--- src/rtl/nic_regbank_pkg.sv ---
package nic_regbank_pkg;
  localparam int BYTE_W = 8;

  // command bit positions
  localparam int CMD_STOP_BIT = 0;
  localparam int CMD_TX_BIT   = 2;
  localparam int CMD_RRD_BIT  = 3;
  localparam int CMD_RWR_BIT  = 4;

  // status bit positions
  localparam int ST_TXDONE_BIT = 1;
  localparam int ST_RDONE_BIT  = 6;
  localparam int ST_RESET_BIT  = 7;
  localparam logic [BYTE_W-1:0] ST_IRQ_MASK = 8'h7F;

  typedef struct packed {
    logic cmd;
    logic ringStart;
    logic ringStop;
    logic boundary;
    logic txPage;
    logic txCntLo;
    logic txCntHi;
    logic statClr;
    logic rAddrLo;
    logic rAddrHi;
    logic rCntLo;
    logic rCntHi;
    logic rxCfg;
    logic txCfg;
    logic dataCfg;
    logic intMask;
    logic macByte;
    logic curPage;
    logic mcastByte;
    logic ldmaLo;
    logic ldmaHi;
    logic rNext;
    logic lNext;
    logic acntLo;
    logic acntHi;
  } wrStrobe_t;

  typedef enum logic [4:0] {
    RD_NONE, RD_CMD, RD_LDMA_LO, RD_LDMA_HI, RD_BND, RD_TSR, RD_STAT,
    RD_RADDR_LO, RD_RADDR_HI, RD_MAC, RD_CURPG, RD_MCAST, RD_START,
    RD_STOP, RD_RNEXT, RD_TXPG, RD_LNEXT, RD_ACNT_LO, RD_ACNT_HI,
    RD_RXCFG, RD_TXCFG, RD_DCFG, RD_IMR
  } rdSel_t;
endpackage

--- src/rtl/nic_regbank_decode.sv ---
module nic_regbank_decode
  import nic_regbank_pkg::*;
#(
  parameter int OFF_W       = 5,
  parameter int MAC_BYTES   = 6,
  parameter int MCAST_BYTES = 8
) (
  input  logic             accEn,
  input  logic             accWr,
  input  logic [OFF_W-1:0] accOff,
  input  logic [1:0]       page,
  output wrStrobe_t        stb,
  output rdSel_t           rdSel
);
  localparam int REG_SPAN   = 16;
  localparam int MAC_BASE   = 1;
  localparam int MAC_LAST   = MAC_BASE + MAC_BYTES - 1;
  localparam int CURPG_OFF  = MAC_LAST + 1;
  localparam int MCAST_BASE = CURPG_OFF + 1;
  localparam int MCAST_LAST = MCAST_BASE + MCAST_BYTES - 1;

  logic       inWin;
  logic       wrEn;
  logic [3:0] lo;
  int         loInt;

  assign inWin = (int'(accOff) < REG_SPAN);
  assign wrEn  = accEn && accWr && inWin;
  assign lo    = accOff[3:0];
  assign loInt = int'(lo);

  always_comb begin
    stb   = '0;
    rdSel = RD_NONE;
    if (inWin) begin
      if (lo == 4'd0) begin
        stb.cmd = wrEn;
        rdSel   = RD_CMD;
      end else begin
        case (page)
          2'd0: begin
            case (lo)
              4'd1:  begin stb.ringStart = wrEn; rdSel = RD_LDMA_LO;  end
              4'd2:  begin stb.ringStop  = wrEn; rdSel = RD_LDMA_HI;  end
              4'd3:  begin stb.boundary  = wrEn; rdSel = RD_BND;      end
              4'd4:  begin stb.txPage    = wrEn; rdSel = RD_TSR;      end
              4'd5:  stb.txCntLo = wrEn;
              4'd6:  stb.txCntHi = wrEn;
              4'd7:  begin stb.statClr   = wrEn; rdSel = RD_STAT;     end
              4'd8:  begin stb.rAddrLo   = wrEn; rdSel = RD_RADDR_LO; end
              4'd9:  begin stb.rAddrHi   = wrEn; rdSel = RD_RADDR_HI; end
              4'd10: stb.rCntLo  = wrEn;
              4'd11: stb.rCntHi  = wrEn;
              4'd12: stb.rxCfg   = wrEn;
              4'd13: stb.txCfg   = wrEn;
              4'd14: stb.dataCfg = wrEn;
              4'd15: stb.intMask = wrEn;
              default: ;
            endcase
          end
          2'd1: begin
            if (loInt >= MAC_BASE && loInt <= MAC_LAST) begin
              stb.macByte = wrEn;
              rdSel       = RD_MAC;
            end else if (loInt == CURPG_OFF) begin
              stb.curPage = wrEn;
              rdSel       = RD_CURPG;
            end else if (loInt >= MCAST_BASE && loInt <= MCAST_LAST) begin
              stb.mcastByte = wrEn;
              rdSel         = RD_MCAST;
            end
          end
          2'd2: begin
            case (lo)
              4'd1:  begin stb.ldmaLo = wrEn; rdSel = RD_START;   end
              4'd2:  begin stb.ldmaHi = wrEn; rdSel = RD_STOP;    end
              4'd3:  begin stb.rNext  = wrEn; rdSel = RD_RNEXT;   end
              4'd4:  rdSel = RD_TXPG;
              4'd5:  begin stb.lNext  = wrEn; rdSel = RD_LNEXT;   end
              4'd6:  begin stb.acntLo = wrEn; rdSel = RD_ACNT_LO; end
              4'd7:  begin stb.acntHi = wrEn; rdSel = RD_ACNT_HI; end
              4'd12: rdSel = RD_RXCFG;
              4'd13: rdSel = RD_TXCFG;
              4'd14: rdSel = RD_DCFG;
              4'd15: rdSel = RD_IMR;
              default: ;
            endcase
          end
          default: ;
        endcase
      end
    end
  end
endmodule

--- src/rtl/nic_regbank_regs.sv ---
module nic_regbank_regs
  import nic_regbank_pkg::*;
#(
  parameter int                OFF_W       = 5,
  parameter int                MAC_BYTES   = 6,
  parameter int                MCAST_BYTES = 8,
  parameter logic [BYTE_W-1:0] CMD_RST     = 8'h22,
  parameter logic [BYTE_W-1:0] STAT_RST    = 8'h80
) (
  input  logic              clk,
  input  logic              rstN,
  input  wrStrobe_t         stb,
  input  rdSel_t            rdSel,
  input  logic [OFF_W-1:0]  accOff,
  input  logic [BYTE_W-1:0] wrData,
  output logic [BYTE_W-1:0] rdData,
  output logic [1:0]        page,
  output logic              irqOut
);
  localparam int MAC_W      = (MAC_BYTES > 1) ? $clog2(MAC_BYTES) : 1;
  localparam int MC_W       = (MCAST_BYTES > 1) ? $clog2(MCAST_BYTES) : 1;
  localparam int MAC_BASE   = 1;
  localparam int MCAST_BASE = MAC_BASE + MAC_BYTES + 1;
  localparam int W2         = 2 * BYTE_W;

  logic [BYTE_W-1:0] cmdReg, statReg, statNext, imrReg, tsrReg;
  logic [BYTE_W-1:0] startPg, stopPg, bndPg, txPg, curPg, rNext, lNext;
  logic [BYTE_W-1:0] rxCfg, txCfg, dCfg;
  logic [W2-1:0]     txCnt, rAddr, rCnt, ldma, acnt;
  logic [BYTE_W-1:0] mac   [MAC_BYTES];
  logic [BYTE_W-1:0] mcast [MCAST_BYTES];
  logic [OFF_W-1:0]  macDiff, mcDiff;
  logic [MAC_W-1:0]  macIdx;
  logic [MC_W-1:0]   mcIdx;
  logic              cmdGo, txReq, dmaDone;

  assign macDiff = accOff - OFF_W'(MAC_BASE);
  assign mcDiff  = accOff - OFF_W'(MCAST_BASE);
  assign macIdx  = macDiff[MAC_W-1:0];
  assign mcIdx   = mcDiff[MC_W-1:0];
  assign page    = cmdReg[7:6];

  assign cmdGo   = stb.cmd && !wrData[CMD_STOP_BIT];
  assign txReq   = cmdGo && wrData[CMD_TX_BIT];
  assign dmaDone = cmdGo && (wrData[CMD_RRD_BIT] || wrData[CMD_RWR_BIT]) && (rCnt == '0);

  always_comb begin
    statNext = statReg;
    if (stb.statClr) statNext = statNext & ~(wrData & ST_IRQ_MASK);
    if (cmdGo)       statNext[ST_RESET_BIT]  = 1'b0;
    if (dmaDone)     statNext[ST_RDONE_BIT]  = 1'b1;
    if (txReq)       statNext[ST_TXDONE_BIT] = 1'b1;
  end

  always_ff @(posedge clk) begin
    if (!rstN) begin
      cmdReg <= CMD_RST;   statReg <= STAT_RST; imrReg <= '0; tsrReg <= '0;
      startPg <= '0; stopPg <= '0; bndPg <= '0; txPg <= '0; curPg <= '0;
      rNext <= '0; lNext <= '0; rxCfg <= '0; txCfg <= '0; dCfg <= '0;
      txCnt <= '0; rAddr <= '0; rCnt <= '0; ldma <= '0; acnt <= '0;
      for (int i = 0; i < MAC_BYTES; i++)   mac[i]   <= '0;
      for (int i = 0; i < MCAST_BYTES; i++) mcast[i] <= '1;
    end else begin
      statReg <= statNext;
      if (stb.cmd)       cmdReg <= txReq ? (wrData & ~(BYTE_W'(1) << CMD_TX_BIT)) : wrData;
      if (txReq)         tsrReg <= BYTE_W'(1);
      if (stb.ringStart) startPg <= wrData;
      if (stb.ringStop)  stopPg  <= wrData;
      if (stb.boundary)  bndPg   <= wrData;
      if (stb.txPage)    txPg    <= wrData;
      if (stb.txCntLo)   txCnt[BYTE_W-1:0]  <= wrData;
      if (stb.txCntHi)   txCnt[W2-1:BYTE_W] <= wrData;
      if (stb.rAddrLo)   rAddr[BYTE_W-1:0]  <= wrData;
      if (stb.rAddrHi)   rAddr[W2-1:BYTE_W] <= wrData;
      if (stb.rCntLo)    rCnt[BYTE_W-1:0]   <= wrData;
      if (stb.rCntHi)    rCnt[W2-1:BYTE_W]  <= wrData;
      if (stb.rxCfg)     rxCfg  <= wrData;
      if (stb.txCfg)     txCfg  <= wrData;
      if (stb.dataCfg)   dCfg   <= wrData;
      if (stb.intMask)   imrReg <= wrData;
      if (stb.macByte)   mac[macIdx]  <= wrData;
      if (stb.curPage)   curPg        <= wrData;
      if (stb.mcastByte) mcast[mcIdx] <= wrData;
      if (stb.ldmaLo)    ldma[BYTE_W-1:0]  <= wrData;
      if (stb.ldmaHi)    ldma[W2-1:BYTE_W] <= wrData;
      if (stb.rNext)     rNext <= wrData;
      if (stb.lNext)     lNext <= wrData;
      if (stb.acntLo)    acnt[BYTE_W-1:0]  <= wrData;
      if (stb.acntHi)    acnt[W2-1:BYTE_W] <= wrData;
    end
  end

  always_comb begin
    case (rdSel)
      RD_CMD:      rdData = cmdReg;
      RD_LDMA_LO:  rdData = ldma[BYTE_W-1:0];
      RD_LDMA_HI:  rdData = ldma[W2-1:BYTE_W];
      RD_BND:      rdData = bndPg;
      RD_TSR:      rdData = tsrReg;
      RD_STAT:     rdData = statReg;
      RD_RADDR_LO: rdData = rAddr[BYTE_W-1:0];
      RD_RADDR_HI: rdData = rAddr[W2-1:BYTE_W];
      RD_MAC:      rdData = mac[macIdx];
      RD_CURPG:    rdData = curPg;
      RD_MCAST:    rdData = mcast[mcIdx];
      RD_START:    rdData = startPg;
      RD_STOP:     rdData = stopPg;
      RD_RNEXT:    rdData = rNext;
      RD_TXPG:     rdData = txPg;
      RD_LNEXT:    rdData = lNext;
      RD_ACNT_LO:  rdData = acnt[BYTE_W-1:0];
      RD_ACNT_HI:  rdData = acnt[W2-1:BYTE_W];
      RD_RXCFG:    rdData = rxCfg;
      RD_TXCFG:    rdData = txCfg;
      RD_DCFG:     rdData = dCfg;
      RD_IMR:      rdData = imrReg;
      default:     rdData = '0;
    endcase
  end

  assign irqOut = |(statReg & imrReg & ST_IRQ_MASK);

  AST_STAT_W1C: assert property (@(posedge clk) disable iff (!rstN)
    stb.statClr |=> ((statReg & $past(wrData & ST_IRQ_MASK)) == '0));
  AST_STAT_TOP_KEEP: assert property (@(posedge clk) disable iff (!rstN)
    stb.statClr |=> (statReg[ST_RESET_BIT] == $past(statReg[ST_RESET_BIT])));
  AST_START_CLEARS_RESET: assert property (@(posedge clk) disable iff (!rstN)
    (stb.cmd && !wrData[CMD_STOP_BIT]) |=> !statReg[ST_RESET_BIT]);
  AST_EMPTY_DMA_DONE: assert property (@(posedge clk) disable iff (!rstN)
    (stb.cmd && !wrData[CMD_STOP_BIT] && (wrData[CMD_RRD_BIT] || wrData[CMD_RWR_BIT]) && (rCnt == '0))
      |=> statReg[ST_RDONE_BIT]);
  AST_TX_COMPLETES: assert property (@(posedge clk) disable iff (!rstN)
    (stb.cmd && !wrData[CMD_STOP_BIT] && wrData[CMD_TX_BIT])
      |=> (!cmdReg[CMD_TX_BIT] && statReg[ST_TXDONE_BIT] && (tsrReg == BYTE_W'(1))));
  AST_STOPPED_CMD_QUIET: assert property (@(posedge clk) disable iff (!rstN)
    (stb.cmd && wrData[CMD_STOP_BIT]) |=> (statReg == $past(statReg)));
endmodule

--- src/rtl/nic_regbank.sv ---
module nic_regbank
  import nic_regbank_pkg::*;
#(
  parameter int                OFF_W       = 5,
  parameter int                MAC_BYTES   = 6,
  parameter int                MCAST_BYTES = 8,
  parameter logic [BYTE_W-1:0] CMD_RST     = 8'h22,
  parameter logic [BYTE_W-1:0] STAT_RST    = 8'h80
) (
  input  logic              clk,
  input  logic              rstN,
  input  logic              accEn,
  input  logic              accWr,
  input  logic [OFF_W-1:0]  accOff,
  input  logic [BYTE_W-1:0] wrData,
  output logic [BYTE_W-1:0] rdData,
  output logic              irqOut
);
  wrStrobe_t  stb;
  rdSel_t     rdSel;
  logic [1:0] page;

  nic_regbank_decode #(
    .OFF_W(OFF_W), .MAC_BYTES(MAC_BYTES), .MCAST_BYTES(MCAST_BYTES)
  ) uDecode (
    .accEn(accEn), .accWr(accWr), .accOff(accOff), .page(page),
    .stb(stb), .rdSel(rdSel)
  );

  nic_regbank_regs #(
    .OFF_W(OFF_W), .MAC_BYTES(MAC_BYTES), .MCAST_BYTES(MCAST_BYTES),
    .CMD_RST(CMD_RST), .STAT_RST(STAT_RST)
  ) uRegs (
    .clk(clk), .rstN(rstN), .stb(stb), .rdSel(rdSel), .accOff(accOff),
    .wrData(wrData), .rdData(rdData), .page(page), .irqOut(irqOut)
  );
endmodule

--- config.mk ---
export PLATFORM = sky130hd
export DESIGN_NAME = nic_regbank
export DESIGN_NICKNAME = d
export VERILOG_FILES = /design/src/rtl/nic_regbank_pkg.sv /design/src/rtl/nic_regbank_decode.sv /design/src/rtl/nic_regbank_regs.sv /design/src/rtl/nic_regbank.sv
export SDC_FILE = /design/constraint.sdc
export NUM_CORES = 1
export LEC_CHECK = 0
export ABC_AREA = 1
export BUFFER_PORTS_ARGS = -buffer_cell sky130_fd_sc_hd__buf_2
export CAP_MARGIN = 15
export CORE_MARGIN = 1.5
export CORE_UTILIZATION = 60
export CTS_CLUSTER_SIZE = 28
export DETAILED_ROUTE_END_ITERATION = 10
export PLACE_DENSITY = 0.78
export SYNTH_ARGS = -nofsm -noshare
export SYNTH_HDL_FRONTEND = slang
export SYNTH_HIERARCHICAL = 1
export SYNTH_SLANG_ARGS = --single-unit
--- constraint.sdc ---
create_clock -name clk -period 6.9 [get_ports clk]
set_clock_uncertainty 0.15 [all_clocks]
set_input_delay 1.035 -clock clk [delete_from_list [all_inputs] [get_ports clk]]
set_output_delay 1.035 -clock clk [all_outputs]
set_load 0.05 [all_outputs]
### After elaboration in Yosys (flattened, before gate mapping)

Memories as Yosys holds them, arrays and structs flattened.
Cells that the tools add are included.

| storage, ports and cells | value |
|---|---|
| memories kept | 2 |
| bits in registers | 169 |
| logic and storage cells | 149 |
| latch bits | 0 |
| input port bits | 17 |
| bits in writable memories | 112 |
| output and inout bits | 9 |
| memory bits (read-only) | 0 |

Memories:

| name | depth | width | read ports | clocked after memory_dff | write ports | RTL line | RTL |
|---|---|---|---|---|---|---|---|
| uRegs.mcast | 8 | 8 | 1 | 0 | 8 | nic_regbank_regs.sv:31 | `logic [BYTE_W-1:0] mcast [MCAST_BYTES];` |
| uRegs.mac | 6 | 8 | 1 | 0 | 6 | nic_regbank_regs.sv:30 | `logic [BYTE_W-1:0] mac [MAC_BYTES];` |

| cells by class | value |
|---|---|
| bitwise gates (word level) | 3 |
| divide/modulo/power cells | 0 |
| $mul | 0 |
| magnitude comparators | 5 |
| mux-type cells | 53 |
| reduce and logical (&&, ||, !) cells | 19 |
| add/subtract/negate cells | 2 |
| equal/unequal tests | 40 |
| shifts and indexed selects | 0 |

Operators with widths:

| cell | number |
|---|---|
| $pmux W8 S22 | 1 |
| $pmux W5 S11 | 1 |
| $eq A5 B4 Y1 const B | 8 |
| $eq A4 B4 Y1 const B | 9 |
| $eq A5 B5 Y1 const B | 7 |
| $mux W1 | 32 |
| $pmux W4 S7 | 1 |
| $mux W25 | 1 |
| $mux W24 | 1 |
| $mux W8 | 3 |
| $eq A5 B3 Y1 const B | 4 |
| $eq A4 B3 Y1 const B | 4 |
| $logic_not A16 Y1 | 1 |
| $reduce_or A8 Y1 | 2 |
| $mux W15 | 1 |
| $mux W5 | 3 |
| $pmux W5 S3 | 1 |
| $mux W3 | 4 |
| $eq A5 B2 Y1 const B | 2 |
| $and A8 B8 Y8 | 1 |
| $eq A4 B2 Y1 const B | 2 |
| $logic_and A1 B1 Y1 | 8 |
| $mux W4 | 2 |
| $not A7 Y8 | 1 |
| 19 further kinds | 22 |

### Longest topological paths before layout

| logic depth | value |
|---|---|
| depth in word-level cells | 13 |
| depth in mapped cells | 20 |
| depth with buffers taken out | 19 |

### By module

Netlist, hierarchy kept.

By module, submodules not included:

| module | times used | sequential area each (µm²) | area each (µm²) | cells each |
|---|---|---|---|---|
| nic_regbank_regs | 1 | 7226.9 | 12956.2 | 1614 |
| nic_regbank_decode | 1 | 0.0 | 480.5 | 105 |

### Least setup slack after synthesis

No wires, ideal clock.

| timing | value |
|---|---|
| path type | input to output |
| from | input accOff[3] |
| to | output rdData[2] |
| stages | 12 |
| data required time | 5.715 ns |
| slack | 2.540 ns |
| arrival time | 3.175 ns |
| path buffers | 0 |
| cells stage by stage | nor2_2 > nand2_1 > a21oi_2 > nor2_1 > a21oi_1 > nand3_1 > nor2_1 > nand2_1 > and2_0 > nand3_1 > nor2_1 > nand3_1 |

| between the ends | value |
|---|---|
| elaborated cells on any way between the ends | 53 |
| classes of those cells | 5 x order compare; 36 x eq/ne; 9 x mux; 3 x reduce/logical |

RTL lines:

| what | RTL line | RTL |
|---|---|---|
| start: declaration | nic_regbank.sv:14 | `input logic [OFF_W-1:0] accOff,` |
| $ge A4 B1 Y1 (tied with other cells) | nic_regbank_decode.sv:62 | `if (loInt >= MAC_BASE && loInt <= MAC_LAST) begin` |
| $logic_and A1 B1 Y1 / $mux W4 (equally long branches) | nic_regbank_decode.sv:62, nic_regbank_decode.sv:65 |  |
| $mux W5 | nic_regbank_decode.sv:62 |  |
| $pmux W5 S3 | nic_regbank_decode.sv:40 | `case (page)` |
| $mux W5 | nic_regbank_decode.sv:36 | `if (lo == 4'd0) begin` |
| $mux W5 * | nic_regbank_decode.sv:35 | `if (inWin) begin` |
| named net rdSel[2] | nic_regbank.sv:20 | `rdSel_t rdSel;` |
| $eq A5 B5 Y1 (tied with other cells) | nic_regbank_regs.sv:94 | `case (rdSel)` |
| $pmux W8 S22 * | nic_regbank_regs.sv:94 |  |
| end: declaration | nic_regbank.sv:16 | `output logic [BYTE_W-1:0] rdData,` |

The timed path passes the listed nets; every way through them passes the cells marked *.

### Final worst setup path

| timing | value |
|---|---|
| from | input accOff[1] |
| to | output rdData[3] |

| between the ends | value |
|---|---|
| word-level cells in the longest chain between the ends | 10 |
| elaborated cells on any way between the ends | 57 |
| classes of those cells | 2 x add/sub; 5 x order compare; 36 x eq/ne; 9 x mux; 3 x reduce/logical; 2 x memory |

RTL lines:

| what | RTL line | RTL |
|---|---|---|
| $ge A4 B4 Y1 / $le A4 B4 Y1 (equally long branches) | nic_regbank_decode.sv:68 | `end else if (loInt >= MCAST_BASE && loInt <= MCAST_LAST) begin` |
| $logic_and A1 B1 Y1 | nic_regbank_decode.sv:68 |  |
| $mux W4 | nic_regbank_decode.sv:68 |  |
| $mux W4 | nic_regbank_decode.sv:65 | `end else if (loInt == CURPG_OFF) begin` |
| $mux W5 | nic_regbank_decode.sv:62 |  |
| $pmux W5 S3 | nic_regbank_decode.sv:40 |  |
| $mux W5 | nic_regbank_decode.sv:36 |  |
| $mux W5 * | nic_regbank_decode.sv:35 |  |
| named net rdSel[3] | nic_regbank.sv:20 |  |
| $eq A5 B5 Y1 (tied with other cells) | nic_regbank_regs.sv:94 |  |
| $pmux W8 S22 * | nic_regbank_regs.sv:94 |  |

Marked as above.

==> results.py <==
metrics = {
    "status": {
        "status": "finished, final reports clean",
    },
    "placed_design": {
        "gp_congestion": 0.953,
        "place_inst": 1936,
        "place_hpwl_mm": 25.0,
        "placed_cell_area_mm2": 0.0136,
        "io_buffers": 25,
    },
    "worst_setup_path": {
        "critPathBufInv": 4,
        "arrival_ns": 4.53,
        "r2r_start": "uRegs/cmdReg[6]",
        "cp-start-kind": "input port",
        "cp-startpoint": "accOff[1]",
        "r2r_slack_ns": 3.68,
        "cp_slowest_cell": "nor2_1",
        "crit_chain": "buf_2, nor2_2, nand2_4, inv_1, nor2_1, nor2_1, a21oi_1, nor2_4, nand2_1, nor2_1, nand2_1, nand2_1, inv_1, nand3_1, nor2_1, nand2_1, buf_2",
        "crit_family": "simple AND/OR/NAND/NOR gates",
        "endpoint_kind": "output pin",
        "crit_type": "input port to output pin",
        "crit_path_max_incr_delay_ns": 0.61,
        "worstPathMaxFanout": 26,
        "cp_data_required_time_ns": 5.71,
    },
    "cts": {
        "h-tree-depth": 1,
        "cts-root-buf": "clkbuf_16",
        "cts.sinks": 297,
        "post-cts-setup-buffer-count": 0,
        "clk_pin_slew_ns": 0.06,
        "cts_tree": "yes",
        "insertion_delay_ns": 0.55,
        "cts_resized": 0,
        "cts_buffer_depth": 3,
        "numCtsBuffers": 30,
        "hold_buffers": 0,
    },
    "route": {
        "first_pass_iters": 5,
        "drtAntennaViolNets": 0,
        "wl_per_cell_um": 19.1,
        "routed_wl_mm": 38.1,
        "drtIter0Drc": 1108,
        "route.detailed.drc": 0,
        "via_per_inst": 5.93,
        "vias": 11800,
    },
    "global_route": {
        "grt_first_pass_wirelength_mm": 59.7,
        "grt_start_max_net_pins": 75,
        "grt_usage": 0.322,
        "overflow": 0,
        "grt_pass1_vias": 11000,
        "antenna_found_initial": 2,
    },
    "yosys": {
        "synth_nets": 1735,
        "synthCells": 1717,
        "synth_warnings": 6,
        "syn_area_per_cell_um2": 7.82,
        "syn_area_mm2": 0.0134,
    },
    "cells_and_area": {
        "final_core_util": 0.671,
        "areaGrowthSynthToFinish_pct": 9.35,
        "fin_cells": 1994,
        "post-route-cell-area_mm2": 0.0147,
        "layout-drive-gt1-share": 0.0730,
        "final_net_count": 1707,
    },
    "timing": {
        "finalSetupTns_ns": 0,
        "rsz0062_at_grt": "false",
        "slew_violations": 0,
        "fin_crit_ns": 5.72,
        "fmax_mhz": 175,
        "finalSetupViolations": 0,
        "tightestPinTransition_ns": 1.11,
        "layout_worst_path_cycle_share": 0.829,
        "finalHoldViolations": 0,
        "max_slew_margin": 0.258,
    },
    "power_and_ir_drop": {
        "p_per_area_mw_per_mm2": 257,
        "ir_drop_v": 0.000221,
        "p_leak_nw": 5.88,
    },
    "hold_path": {
        "min_from": "uRegs/statReg[2]",
        "hold_path_class": "flop to flop",
    },
    "die": {
        "start_util": 0.613,
        "pin_count": 26,
        "die_x_um": 153,
        "core_mm2": 0.0219,
        "fp-row-count": 54,
        "die_h_um": 153,
        "dieArea_mm2": 0.0233,
    },
    "job": {
        "drv_cap": 0,
    },
}
## path summary, 6_finish.rpt
check | cells past startpoint | end
setup / recovery | 17 | rdData[3]
hold / removal | 2 | uRegs/statReg[2]
setup reg to reg | 8 | uRegs/mac[7][6]
hold reg to reg | 2 | uRegs/statReg[2]
## metrics by stage
step	worst slack, ns	power, mW	hold slack, ns
4_1_cts	1.34	3.79	0.351
6_report	1.18	3.77	0.346
3_5_place_dp	1.36	2.10	0.342
5_1_grt	1.02	3.87	0.367
3_3_place_gp	1.31	2.10	0.334
2_1_floorplan	2.54	2.03	0.275
## flip-flops by register name (all words and copies together) (netlist names)
signal and cells:
uRegs/startPg 8, uRegs/lNext 8, uRegs/bndPg 8, uRegs/mcast 64, uRegs/rNext 8, uRegs/mac 64
uRegs/rxCfg 8, uRegs/rCnt 16, uRegs/dCfg 8, uRegs/txCfg 8, uRegs/curPg 8, uRegs/rAddr 16
uRegs/cmdReg 8, uRegs/acnt 16, uRegs/stopPg 8, uRegs/ldma 16, uRegs/tsrReg 1, uRegs/txPg 8
uRegs/imrReg 8, uRegs/statReg 8
## worst register-to-register path: cells and delay by family, from the launching register on
family	cells	cell delay, ns
DFF	1	0.38
buffers and inverters	2	0.28
and+or+nand+nor	6	2.02
## layout by cell type (no fill, tap or decap), types with 2 or more instances in the layout
cell type    n
a211oi_1     3
a21oi_1    176
buf_2       24
buf_4       16
clkbuf_16   34
clkbuf_2     2
clkbuf_8     9
clkinv_1     3
clkinv_2     6
dfxtp_1    169
diode_2      2
edfxtp_1   128
inv_1       88
inv_2        8
nand2_1    487
nand2_2      2
nand2_4      2
nand3_1    112
nand3b_1     2
nand4_1     21
nor2_1     190
nor2_2      11
nor2_4       2
nor3_1      18
nor3_2       2
o211ai_1     4
o21ai_0    175
## final cells by class
| cell class | count | area, um^2 |
|---|---|---|
| Inverter | 99 | 372 |
| Fill cell | 1855 | 7210 |
| Clock buffer | 46 | 988 |
| Timing Repair Buffer | 40 | 240 |
| Sequential cell | 297 | 7230 |
| Multi-Input combinational cell | 1221 | 5430 |
| Tap cell | 280 | 350 |
| Antenna cell | 2 | 5.00 |
| Clock inverter | 9 | 76.3 |
## per-layer routing
| layer | global-route usage | vias to the layer above | routed length [um] |
|---|---|---|---|
| met5 | 0 | - | 0 |
| met1 | 0.423 | 5473 | 15100 |
| met2 | 0.533 | 602 | 18100 |
| met4 | 0.140 | 0 | 1590 |
| li1 | - | 5645 | - |
| met3 | 0.0469 | 112 | 3290 |
## power by group
part / leakage [nW] / switching, mW / internal, mW
registers: 2.40 / 0.00530 / 1.84
logic: 2.94 / 0.177 / 0.0498
clock network: 0.535 / 0.680 / 1.02
total: 5.88 / 0.862 / 2.91
(Power assumes the default switching activity.)
